<file path="src/rtl/credit_throttle_pkg.sv">
package credit_throttle_pkg;
  localparam int unsigned CRED_W_DEF = 8;
  localparam int unsigned DROP_W_DEF = 7;
  localparam int unsigned NUM_CLS    = 2;
  localparam int unsigned CLS_P      = 0;
  localparam int unsigned CLS_NP     = 1;

  function automatic logic [CRED_W_DEF-1:0] min_cred(
    input logic [CRED_W_DEF-1:0] a,
    input logic [CRED_W_DEF-1:0] b);
    return (a < b) ? a : b;
  endfunction
endpackage

</file>
<file path="src/rtl/credit_pool.sv">
module credit_pool #(
  parameter int unsigned CW = 8
) (
  input  logic          clk_i,
  input  logic          rst_ni,
  input  logic          link_i,
  input  logic          ready_i,
  input  logic [CW-1:0] init_i,
  input  logic          consume_i,
  input  logic          return_i,
  input  logic          thr_we_i,
  input  logic [CW-1:0] thr_wdata_i,
  output logic [CW-1:0] cnt_o,
  output logic [CW-1:0] thr_o,
  output logic          throttle_o,
  output logic          err_o
);
  localparam logic [CW-1:0] CMAX = '1;

  logic [CW-1:0] cnt_q, cnt_d, thr_q, thr_d, thr_src;
  logic          err_q, rise;

  assign rise = link_i & ~ready_i;

  always_comb begin
    thr_src = thr_we_i ? thr_wdata_i : thr_q;
    thr_d   = (rise && (init_i < thr_src)) ? init_i : thr_src;
  end

  always_comb begin
    cnt_d = cnt_q;
    if (!link_i)                                     cnt_d = '0;
    else if (rise)                                   cnt_d = init_i;
    else if (consume_i && !return_i && cnt_q != '0)  cnt_d = cnt_q - 1'b1;
    else if (return_i && !consume_i && cnt_q != CMAX) cnt_d = cnt_q + 1'b1;
  end

  always_ff @(posedge clk_i or negedge rst_ni) begin
    if (!rst_ni) begin
      cnt_q <= '0;
      thr_q <= '0;
      err_q <= 1'b0;
    end else begin
      cnt_q <= cnt_d;
      thr_q <= thr_d;
      err_q <= consume_i & ~return_i & (cnt_q == '0);
    end
  end

  assign cnt_o      = cnt_q;
  assign thr_o      = thr_q;
  assign err_o      = err_q;
  assign throttle_o = ~ready_i | (cnt_q < thr_q);
endmodule

</file>
<file path="src/rtl/link_drop_ctr.sv">
module link_drop_ctr #(
  parameter int unsigned DW = 7
) (
  input  logic          clk_i,
  input  logic          rst_ni,
  input  logic          inc_i,
  input  logic          rd_i,
  output logic [DW-1:0] cnt_o
);
  localparam logic [DW-1:0] DMAX = '1;
  localparam logic [DW-1:0] ONE  = DW'(1);

  logic [DW-1:0] cnt_q;

  always_ff @(posedge clk_i or negedge rst_ni) begin
    if (!rst_ni)                   cnt_q <= '0;
    else if (rd_i)                 cnt_q <= inc_i ? ONE : '0;
    else if (inc_i && cnt_q != DMAX) cnt_q <= cnt_q + ONE;
  end

  assign cnt_o = cnt_q;
endmodule

</file>
<file path="src/rtl/credit_throttle.sv">
module credit_throttle
  import credit_throttle_pkg::*;
#(
  parameter int unsigned CRED_W = CRED_W_DEF,
  parameter int unsigned DROP_W = DROP_W_DEF
) (
  input  logic              clk_i,
  input  logic              rst_ni,
  input  logic              link_up_i,
  input  logic [CRED_W-1:0] init_p_cred_i,
  input  logic [CRED_W-1:0] init_np_cred_i,
  input  logic              p_consume_i,
  input  logic              p_return_i,
  input  logic              np_consume_i,
  input  logic              np_return_i,
  input  logic [1:0]        thr_we_i,
  input  logic [CRED_W-1:0] thr_wdata_i,
  input  logic              drop_rd_i,
  output logic              ready_o,
  output logic              p_throttle_o,
  output logic              np_throttle_o,
  output logic [CRED_W-1:0] p_thr_o,
  output logic [CRED_W-1:0] np_thr_o,
  output logic              p_cred_err_o,
  output logic              np_cred_err_o,
  output logic [DROP_W-1:0] drop_cnt_o
);
  logic              link_q;
  logic [CRED_W-1:0] init_w [NUM_CLS];
  logic [CRED_W-1:0] cnt_w  [NUM_CLS];
  logic [CRED_W-1:0] thr_w  [NUM_CLS];
  logic              cons_w [NUM_CLS];
  logic              ret_w  [NUM_CLS];
  logic              thrt_w [NUM_CLS];
  logic              err_w  [NUM_CLS];

  always_ff @(posedge clk_i or negedge rst_ni) begin
    if (!rst_ni) link_q <= 1'b0;
    else         link_q <= link_up_i;
  end

  assign init_w[CLS_P]  = init_p_cred_i;
  assign init_w[CLS_NP] = init_np_cred_i;
  assign cons_w[CLS_P]  = p_consume_i;
  assign cons_w[CLS_NP] = np_consume_i;
  assign ret_w[CLS_P]   = p_return_i;
  assign ret_w[CLS_NP]  = np_return_i;

  for (genvar c = 0; c < NUM_CLS; c++) begin : g_cls
    credit_pool #(.CW(CRED_W)) i_pool (
      .clk_i       (clk_i),
      .rst_ni      (rst_ni),
      .link_i      (link_up_i),
      .ready_i     (link_q),
      .init_i      (init_w[c]),
      .consume_i   (cons_w[c]),
      .return_i    (ret_w[c]),
      .thr_we_i    (thr_we_i[c]),
      .thr_wdata_i (thr_wdata_i),
      .cnt_o       (cnt_w[c]),
      .thr_o       (thr_w[c]),
      .throttle_o  (thrt_w[c]),
      .err_o       (err_w[c])
    );
  end

  link_drop_ctr #(.DW(DROP_W)) i_drop (
    .clk_i  (clk_i),
    .rst_ni (rst_ni),
    .inc_i  (link_q & ~link_up_i),
    .rd_i   (drop_rd_i),
    .cnt_o  (drop_cnt_o)
  );

  assign ready_o       = link_q;
  assign p_throttle_o  = thrt_w[CLS_P];
  assign np_throttle_o = thrt_w[CLS_NP];
  assign p_thr_o       = thr_w[CLS_P];
  assign np_thr_o      = thr_w[CLS_NP];
  assign p_cred_err_o  = err_w[CLS_P];
  assign np_cred_err_o = err_w[CLS_NP];
endmodule

</file>
<file path="config.mk">
export PLATFORM = sky130hd
export DESIGN_NAME = credit_throttle
export DESIGN_NICKNAME = d
export VERILOG_FILES = /design/src/rtl/credit_throttle_pkg.sv /design/src/rtl/credit_pool.sv /design/src/rtl/link_drop_ctr.sv /design/src/rtl/credit_throttle.sv
export SDC_FILE = /design/constraint.sdc
export NUM_CORES = 1
export LEC_CHECK = 0
export BUFFER_PORTS_ARGS = -buffer_cell sky130_fd_sc_hd__buf_2
export CELL_PAD_IN_SITES_DETAIL_PLACEMENT = 1
export CELL_PAD_IN_SITES_GLOBAL_PLACEMENT = 2
export CORE_UTILIZATION = 31
export DETAILED_ROUTE_END_ITERATION = 8
export GPL_ROUTABILITY_DRIVEN = 0
export PLACE_DENSITY = 0.78
export SLEW_MARGIN = 10
export SYNTH_ARGS = -nofsm -noshare
export SYNTH_HDL_FRONTEND = slang
export SYNTH_SLANG_ARGS = --single-unit
</file>
<file path="constraint.sdc">
create_clock -name clk_i -period 2.9 [get_ports clk_i]
set_input_delay 0.725 -clock clk_i [delete_from_list [all_inputs] [get_ports clk_i]]
set_output_delay 0.725 -clock clk_i [all_outputs]
set_load 0.005 [all_outputs]
</file>
==> metrics.txt, run 1 <==
Overflow after GRT=0; FMAX=352 MHz; #FFs+latches synth=42; number of synthesis warnings=0; RSZ-0062 raised after global routing=yes; Top FF cell, synth=dfrtp_1; sinks on the clock net=42; vias=3760; final non-filler cell total=681; DRC viols=0; final slew viol count=0; DP Wirelength=9930 um; CP required=3.07 ns; initial antenna violation count=0; Tcrit/Tclk final=98.0%; vias in the first global route=3884; fin area=0.00474 mm2; Post-Syn Area=0.00380 mm2; Fillers=1448; Clock Skews=0.00286 ns; Core Region=0.0120 mm2; largest stage delay on the critical path=0.57 ns; total power=2.46 mW; final hold violation count=0; synthesis-to-layout area growth=24.7%; sequential share of the synthesized area=27.7%; CTS H-tree depth=2; # placed instances=669; die area=0.0127 mm2; Final Worst Setup Slack=0.0585 ns; I/O Buffers=61; peak supply drop=0.228 mV; Leak=2.24 nW; DR WL/cell=18.8 um; Critical Path Start Type=flip-flop; worst-margin pin slew=0.642 ns; most frequent cell after synthesis=dfrtp_1; WP buf/inv=0; Post-synth EDFFs=0; TritonCTS Buffers=5; WHS=0.391 ns; clock-pin slew on the worst setup and hold paths=0.06 ns; DRT iter0 DRCs=183; worst hold path class=primary input to async pin; initial core utilization=31.8%; final net count=604; clock period minus worst slack=2.84 ns; TritonCTS clock tree=done; first-pass GRT wire length=20500 um; average cell area after synthesis=8.58 um2; antenna-violating nets left=0; outcome=completed; vias per cell=5.52; total routed wirelength=12800 um; Rows=40; Synth cell types=65; CTS hold repair buffers=0; Post-synth top cells=dfrtp_1 (42), ha_1 (37), nor3_1 (30); WP data arrival=3.01 ns; top post-synthesis cells by area=dfrtp_1 (28%), ha_1 (12%), mux2i_1 (7.6%); pwr/cell area=518 mW/mm2; Die H=113 um; crit path kind=flip-flop to flip-flop; CP Cell Sequence=or4_4 > o21a_4 > ha_1 > a21o_1 > a41oi_2 > nor3_1 > a311oi_1 > a31o_2 > nand3_1; DR pass1 iterations=4; # diodes=0; final setup fails=0; pre-CTS setup slack=0.0253 ns; Mapped Cells=443; Util after Layout=39.6%; Synth Net Count=514; crit path max-delay cell type=or4_4; largest area contributor in the netlist=dfrtp_1; largest net degree at the start of global routing=26; ratio of cells with drive above 1 in the final layout=26.0%; CP endpoint kind=flip-flop; I/O pin total=62; Max Buffers Root-to-Sink=2; Max-cap violations=0; Root Buffer=clkbuf_16; setup TNS=0 ns; later-pin clock latency in the skew report=0.29 ns; area share of the largest cell type after synthesis=27.7%; delay-heaviest family, CP=compound AO/OA/AOI/OAI gates; die width=113 um; worst-path fanout max=8; asr flop ratio synth=100%; Slew headroom=57.2%; GR Util All Layers=20.8%; Area after DPL=0.00450 mm2
==> cells by family (layout without fill, tap and decap cells) <==
family	after synthesis	count (layout)	synth area share, %
AND/OR/NAND/NOR	144	144	20.2
adder cells (fa/ha/maj)	37	37	12.2
flip-flops	42	42	27.7
buffers and inverters	52	143	6.16
XOR/XNOR	13	13	3.00
multiplexers	30	30	7.94
AO/OA/AOI/OAI	125	125	22.9
==> registers in the layout, summed over array words and instances (netlist names) <==
register / count
ready_o: 1
g_cls.i_pool.thr_o: 16
g_cls.i_pool.cnt_o: 16
g_cls.i_pool.err_o: 2
i_drop.cnt_o: 7
==> power by group <==
part	leakage [nW]	switching (mW)	internal [mW]	total, mW
clock network	0.0836	0.252	0.404	0.656
registers	0.531	0.0747	0.668	0.742
logic	1.63	0.589	0.468	1.06
total	2.24	0.915	1.54	2.46
==> per-layer routing <==
layer / up-vias / global-route usage, % / share of wire [%]
met2: 71 / 35.4 / 49
met5: - / 0 / 0
met3: 22 / 3.05 / 2.8
li1: 1819 / - / -
met4: 0 / 6.49 / 2.2
met1: 1848 / 27.0 / 46
==> cell type report <==
cell class	count	area [um2]	share of cell area, %
timing repair buffer	105	648	13.7
sequential	42	1050	22.2
inverter	30	115	2.43
clock buffer	5	125	2.64
clock inverter	3	40.0	0.845
multi-input combinational	349	2570	54.3
tap	147	184	3.88
==> cell usage in the layout, fill, tap and decap left out, types with 4 or more instances in the layout <==
cell type	instances
buf_2	61
buf_4	43
dfrtp_1	42
ha_1	35
mux2i_1	29
inv_1	29
nor3_1	28
o21ai_0	27
nor2_1	27
nand2_1	26
a21oi_1	24
nand2b_1	11
xnor2_1	11
a21o_1	11
a211oi_1	10
nand3_1	10
nor2b_1	8
o211ai_1	7
clkbuf_16	5
or4_4	4
o21a_1	4
and2_1	4
o31ai_1	4
a32oi_1	4
==> path summary, 6_finish.rpt <==
path | end | startpoint | slack (ns) | depth (start not counted)
setup reg to reg | g_cls[1].i_pool.cnt_o[7] | g_cls[1].i_pool.cnt_o[0] | 0.06 | 9
hold / removal | i_drop.cnt_o[3] | rst_ni | 0.39 | 1
setup / recovery | g_cls[1].i_pool.cnt_o[7] | g_cls[1].i_pool.cnt_o[0] | 0.06 | 9
hold reg to reg | i_drop.cnt_o[6] | i_drop.cnt_o[6] | 0.55 | 2
max in group asynchronous | g_cls[1].i_pool.thr_o[4] | rst_ni | 1.76 | 2
min in group clk_i | i_drop.cnt_o[6] | i_drop.cnt_o[6] | 0.55 | 2
==> worst reg2reg max path: stages, from the launching register on <==
cell      delay (ns)
dfrtp_1         0.38
or4_4           0.57
o21a_4          0.25
ha_1            0.39
a21o_1          0.23
a41oi_2         0.21
nor3_1          0.07
a311oi_1        0.35
a31o_2          0.21
nand3_1         0.06
==> what timing repair did <==
item,4_1_cts,5_1_grt
setup endpoints to repair,0,4
setup buffers,0,4
resized for setup,0,9
endpoints found under the hold margin,0,0
No activity file was read; power rests on OpenSTA's default activity.
==> run 2, diff against run 1 <==
--- a/config.mk
+++ b/config.mk
@@ -6,9 +6,9 @@
 export NUM_CORES = 1
 export LEC_CHECK = 0
 export BUFFER_PORTS_ARGS = -buffer_cell sky130_fd_sc_hd__buf_2
-export CELL_PAD_IN_SITES_DETAIL_PLACEMENT = 1
-export CELL_PAD_IN_SITES_GLOBAL_PLACEMENT = 2
-export CORE_UTILIZATION = 31
+export CELL_PAD_IN_SITES_DETAIL_PLACEMENT = 0
+export CELL_PAD_IN_SITES_GLOBAL_PLACEMENT = 1
+export CORE_UTILIZATION = 39
 export DETAILED_ROUTE_END_ITERATION = 8
 export GPL_ROUTABILITY_DRIVEN = 0
 export PLACE_DENSITY = 0.78
==> metrics.txt, run 2 (synthesized netlist as in run 1, its figures left out) <==
met1 usage=30.2% (was 27.0%); I/O Buffers=61 (unchanged); Core Region=0.00933 mm2 (was 0.0120 mm2); later-pin clock latency in the skew report=0.30 ns (was 0.29 ns); pwr/cell area=471 mW/mm2 (was 518 mW/mm2); Clk pwr share=19.2% (was 26.7%); GRT busiest layer=met2 (unchanged); clock period minus worst slack=2.83 ns (was 2.84 ns); Leak=2.17 nW (was 2.24 nW); most common cell after layout, fill and taps aside=buf_2 (unchanged); DP Wirelength=8410 um (was 9930 um); Slew headroom=65.0% (was 57.2%); peak supply drop=0.222 mV (was 0.228 mV); die area=0.0101 mm2 (was 0.0127 mm2); Fillers=889 (was 1448); DRC viols=0 (unchanged); DR pass1 iterations=4 (unchanged); Die H=101 um (was 113 um); Rows=35 (was 40); CP required=3.09 ns (was 3.07 ns); outcome=completed (unchanged); Clock Skews=0.00496 ns (was 0.00286 ns); final net count=599 (was 604); commonest non-fill, non-tap cells in the layout=buf_2 (61), dfrtp_1 (42), buf_4 (39) (was buf_2 (61), buf_4 (43), dfrtp_1 (42)); initial core utilization=40.7% (was 31.8%); CTS hold repair buffers=0 (unchanged); I/O pin total=62 (unchanged); GR Util All Layers=22.2% (was 20.8%); Critical Path Start Type=flip-flop (unchanged); worst-path fanout max=8 (unchanged); final setup fails=0 (unchanged); synthesis-to-layout area growth=20.1% (was 24.7%); Overflow after GRT=0 (unchanged); WP data arrival=3.02 ns (was 3.01 ns); total routed wirelength=10900 um (was 12800 um); DRT iter0 DRCs=208 (was 183); sinks on the clock net=42 (unchanged); Reg area=0.00105 mm2 (unchanged); Util after Layout=48.9% (was 39.6%); initial antenna violation count=0 (unchanged); Max Buffers Root-to-Sink=2 (unchanged); first-pass GRT wire length=17700 um (was 20500 um); clock-pin slew on the worst setup and hold paths=0.09 ns (was 0.06 ns); antenna-violating nets left=0 (unchanged); Sw Pwr=846 uW (was 915 uW); Tcrit/Tclk final=97.6% (was 98.0%); vias=3656 (was 3760); met2 Usage GRT=35.9% (was 35.4%); ratio of cells with drive above 1 in the final layout=24.2% (was 26.0%); RSZ-0062 raised after global routing=yes (unchanged); vias per cell=5.56 (was 5.52); fin area=0.00456 mm2 (was 0.00474 mm2); CTS H-tree depth=2 (unchanged); vias in the first global route=3505 (was 3884); worst hold path class=primary input to async pin (unchanged); Net Sw Frac=39.3% (was 37.3%); Root Buffer=clkbuf_8 (was clkbuf_16); GR Util met3=4.58% (was 3.05%); final slew viol count=0 (unchanged); TritonCTS clock tree=done (unchanged); power share of the sequential group=34.5% (was 30.2%); Max-cap violations=0 (unchanged); TritonCTS Buffers=5 (unchanged); die width=101 um (was 113 um); FMAX=353 MHz (was 352 MHz); CP endpoint kind=flip-flop (unchanged); DR WL/cell=16.5 um (was 18.8 um); internal power=1.31 mW (was 1.54 mW); Area after DPL=0.00444 mm2 (was 0.00450 mm2); Comb pwr share=46.3% (was 43.0%); crit path kind=flip-flop to flip-flop (unchanged); # diodes=0 (unchanged); largest net degree at the start of global routing=28 (was 26); final hold violation count=0 (unchanged); Multi-input gate area=0.00255 mm2 (was 0.00257 mm2); worst-margin pin slew=0.525 ns (was 0.642 ns)
==> run 2: metal layers <==
layer / vias up / routed length, um
met2: 83 / 4990
li1: 1823 / -
met3: 16 / 444
met4: 0 / 189
met1: 1734 / 5240
met5: - / 0
==> run 2: through the flow <==
stage	total power [mW]	TNS [ns]	hold slack [ns]	std cells	setup slack [ns]
floorplan	1.38	0	0.429	443	0.0705
global placement	1.71	0	0.518	648	0.0844
detailed placement	1.73	-0.0113	0.510	648	-0.0113
CTS	2.15	0	0.375	656	0.00997
global route	2.32	-0.0895	0.400	658	-0.0772
finish	2.15	0	0.381	658	0.0696
==> run 2: path summary, 6_finish.rpt <==
| check | startpoint | to | slack (ns) | depth (start not counted) |
|---|---|---|---|---|
| max | g_cls[1].i_pool.cnt_o[0] | g_cls[1].i_pool.cnt_o[7] | 0.07 | 10 |
| min in group clk_i | i_drop.cnt_o[6] | i_drop.cnt_o[6] | 0.52 | 2 |
| max in group asynchronous | rst_ni | g_cls[1].i_pool.cnt_o[6] | 1.75 | 2 |
| min | rst_ni | g_cls[1].i_pool.err_o | 0.38 | 1 |
| min reg2reg | i_drop.cnt_o[6] | i_drop.cnt_o[6] | 0.52 | 2 |
| max reg2reg | g_cls[1].i_pool.cnt_o[0] | g_cls[1].i_pool.cnt_o[7] | 0.07 | 10 |
==> run 2: power by group through the flow <==
stage                     logic, mW  registers (mW)  clock network, mW
after floorplan               0.624           0.752                  0
after global placement        0.960           0.752                  0
after detailed placement      0.981           0.752                  0
after CTS                     0.985           0.741              0.426
after global routing           1.12           0.751              0.450
final                         0.997           0.741              0.413
==> run 2: worst max-delay path, stage by stage (launching register included) <==
cell	delay, ns
dfrtp_1	0.39
or4_1	0.57
o21a_1	0.29
ha_2	0.43
a21o_1	0.13
a41oi_1	0.05
buf_4	0.17
and3_1	0.17
a311oi_2	0.25
a31o_2	0.20
nand3_1	0.05
==> run 2: cell type report <==
class	instances	area share, %
clock buffer	7	1.89
inverter	30	2.52
tap	129	3.54
multi-input combinational	349	55.8
clock inverter	1	0.110
sequential	42	23.0
timing repair buffer	100	13.1
==> run 2: repair_timing <==
| item | in CTS | in global routing |
|---|---|---|
| resized for setup | 0 | 4 |
| hold endpoints to repair | 0 | 0 |
| endpoints found under the setup margin | 0 | 3 |
| setup buffers | 0 | 2 |
==> run 3, diff against run 2 <==
--- a/config.mk
+++ b/config.mk
@@ -8,10 +8,11 @@
 export BUFFER_PORTS_ARGS = -buffer_cell sky130_fd_sc_hd__buf_2
 export CELL_PAD_IN_SITES_DETAIL_PLACEMENT = 0
 export CELL_PAD_IN_SITES_GLOBAL_PLACEMENT = 1
-export CORE_UTILIZATION = 39
+export CORE_UTILIZATION = 40
+export CTS_BUF_LIST = sky130_fd_sc_hd__clkbuf_4
 export DETAILED_ROUTE_END_ITERATION = 8
 export GPL_ROUTABILITY_DRIVEN = 0
-export PLACE_DENSITY = 0.78
+export PLACE_DENSITY = 0.8
 export SLEW_MARGIN = 10
 export SYNTH_ARGS = -nofsm -noshare
 export SYNTH_HDL_FRONTEND = slang
==> metrics.txt, run 3 (synthesized netlist as in run 1, its figures left out) <==
outcome=completed (unchanged); Comb pwr share=48.8% (was 46.3%); CP endpoint kind=output port (was flip-flop); final hold violation count=0 (unchanged); Sw Pwr=836 uW (was 846 uW); RSZ-0062 raised after global routing=no (was yes); crit path kind=flip-flop to output port (was flip-flop to flip-flop); Overflow after GRT=0 (unchanged); worst-margin pin slew=0.599 ns (was 0.525 ns); DR pass1 iterations=4 (unchanged); WP data arrival=2.05 ns (was 3.02 ns); Tcrit/Tclk final=95.6% (was 97.6%); DRT iter0 DRCs=248 (was 208); ratio of cells with drive above 1 in the final layout=24.4% (was 24.2%); TritonCTS clock tree=done (unchanged); Critical Path Start Type=flip-flop (unchanged); largest net degree at the start of global routing=25 (was 28); WHS=0.344 ns (was 0.381 ns); peak supply drop=0.266 mV (was 0.222 mV); DRC viols=0 (unchanged); die width=99.5 um (was 101 um); Root Buffer=clkbuf_4 (was clkbuf_8); Max-cap violations=0 (unchanged); initial core utilization=41.1% (was 40.7%); die area=0.00989 mm2 (was 0.0101 mm2); pwr/cell area=453 mW/mm2 (was 471 mW/mm2); most common cell after layout, fill and taps aside=buf_2 (unchanged); I/O Buffers=61 (unchanged); first-pass GRT wire length=17500 um (was 17700 um); total routed wirelength=10800 um (was 10900 um); clock period minus worst slack=2.77 ns (was 2.83 ns); GR Util All Layers=22.3% (was 22.2%); Rows=35 (unchanged); worst-path fanout max=7 (was 8); Max Buffers Root-to-Sink=2 (unchanged); Area after DPL=0.00445 mm2 (was 0.00444 mm2); vias=3698 (was 3656); vias per cell=5.62 (was 5.56); FMAX=361 MHz (was 353 MHz); Core Region=0.00924 mm2 (was 0.00933 mm2); later-pin clock latency in the skew report=0.36 ns (was 0.30 ns); Clock Skews=0.00837 ns (was 0.00496 ns); Slew headroom=60.0% (was 65.0%); final non-filler cell total=658 (unchanged); # diodes=0 (unchanged); I/O pin total=62 (unchanged); sinks on the clock net=42 (unchanged); met2 Usage GRT=35.8% (was 35.9%); final setup fails=0 (unchanged); internal power=1.22 mW (was 1.31 mW); antenna-violating nets left=0 (unchanged); # placed instances=648 (unchanged); total power=2.06 mW (was 2.15 mW); CP required=2.17 ns (was 3.09 ns); Clk pwr share=15.0% (was 19.2%); Fillers=891 (was 889); worst hold path class=primary input to async pin (unchanged); commonest non-fill, non-tap cells in the layout=buf_2 (61), dfrtp_1 (42), buf_4 (38) (was buf_2 (61), dfrtp_1 (42), buf_4 (39)); Net Sw Frac=40.6% (was 39.3%); DP Wirelength=8460 um (was 8410 um); synthesis-to-layout area growth=19.7% (was 20.1%); Leak=2.16 nW (was 2.17 nW); power share of the sequential group=36.2% (was 34.5%); setup TNS=0 ns (unchanged); CTS hold repair buffers=0 (unchanged); GRT busiest layer=met2 (unchanged); met1 usage=31.3% (was 30.2%); CTS H-tree depth=2 (unchanged); clock-pin slew on the worst setup and hold paths=0.14 ns (was 0.09 ns); TritonCTS Buffers=5 (unchanged); fin area=0.00455 mm2 (was 0.00456 mm2); vias in the first global route=3495 (was 3505); initial antenna violation count=0 (unchanged); Die H=99.5 um (was 101 um); final slew viol count=0 (unchanged); DR WL/cell=16.4 um (was 16.5 um); GR Util met3=3.37% (was 4.58%); final net count=599 (unchanged)
[run 3: cell count changes in the layout (fill, tap and decap cells not counted), moves of 2 or more]
cell,previous run,this run
clkbuf_4,0,6
nor3_1,28,30
nor3_2,3,1
clkbuf_8,6,0
[run 3: layout make-up]
| type | count | area, um2 | area share (%) |
|---|---|---|---|
| flip-flops and latches | 42 | 1050 | 23.1 |
| multi-input cells | 349 | 2560 | 56.2 |
| well taps | 129 | 161 | 3.55 |
| repair buffers | 100 | 611 | 13.4 |
| inverters | 30 | 115 | 2.53 |
| clock buffers | 6 | 45.0 | 0.990 |
| clock inverters | 2 | 8.76 | 0.193 |
[run 3: stage by stage]
| step | setup slack [ns] | utilization (%) |
|---|---|---|
| finish | 0.128 | 49.2 |
| global route | 0.00679 | 49.2 |
| CTS | 0.0172 | 48.7 |
| detailed placement | 0.0274 | 48.2 |
| global placement | 0.122 | 48.2 |
| floorplan | 0.0705 | - |
[run 3: power by group through the flow]
stage | Combinational, mW | Clock, mW | Sequential, mW
2_1_floorplan | 0.624 | 0 | 0.752
3_3_place_gp | 0.954 | 0 | 0.754
3_5_place_dp | 0.980 | 0 | 0.754
4_1_cts | 0.985 | 0.324 | 0.743
5_1_grt | 1.12 | 0.343 | 0.754
6_report | 1.01 | 0.308 | 0.745
[run 3: final timing paths]
path	slack, ns	cells after the start	endpoint	startpoint
worst min register to register	0.55	2	i_drop.cnt_o[6]	i_drop.cnt_o[6]
min in group clk_i	0.55	2	i_drop.cnt_o[6]	i_drop.cnt_o[6]
worst max-delay path	0.13	8	np_throttle_o	g_cls[1].i_pool.cnt_o[1]
worst min-delay path	0.34	1	i_drop.cnt_o[3]	rst_ni
max in group asynchronous	1.96	2	g_cls[0].i_pool.thr_o[5]	rst_ni
worst max register to register	0.13	9	g_cls[0].i_pool.cnt_o[7]	g_cls[0].i_pool.cnt_o[0]
[run 3: worst max-delay path: stages (launching register included)]
cell and delay [ns]:
dfrtp_1 0.40, buf_4 0.16, ha_1 0.27, a21o_1 0.16
a21o_1 0.18, a21oi_2 0.14, o21ai_1 0.09, o211ai_1 0.13
buf_2 0.16
[run 3: routing by layer]
metal,part of all wire (%),vias up
met5,0,-
met4,1.8,0
met3,4.8,16
met2,46,113
met1,47,1763
li1,-,1806
[run 3: timing repair]
| item | CTS | global route |
|---|---|---|
| setup buffers | 0 | 2 |
| setup endpoints to repair | 0 | 4 |
| gates resized for setup | 0 | 8 |
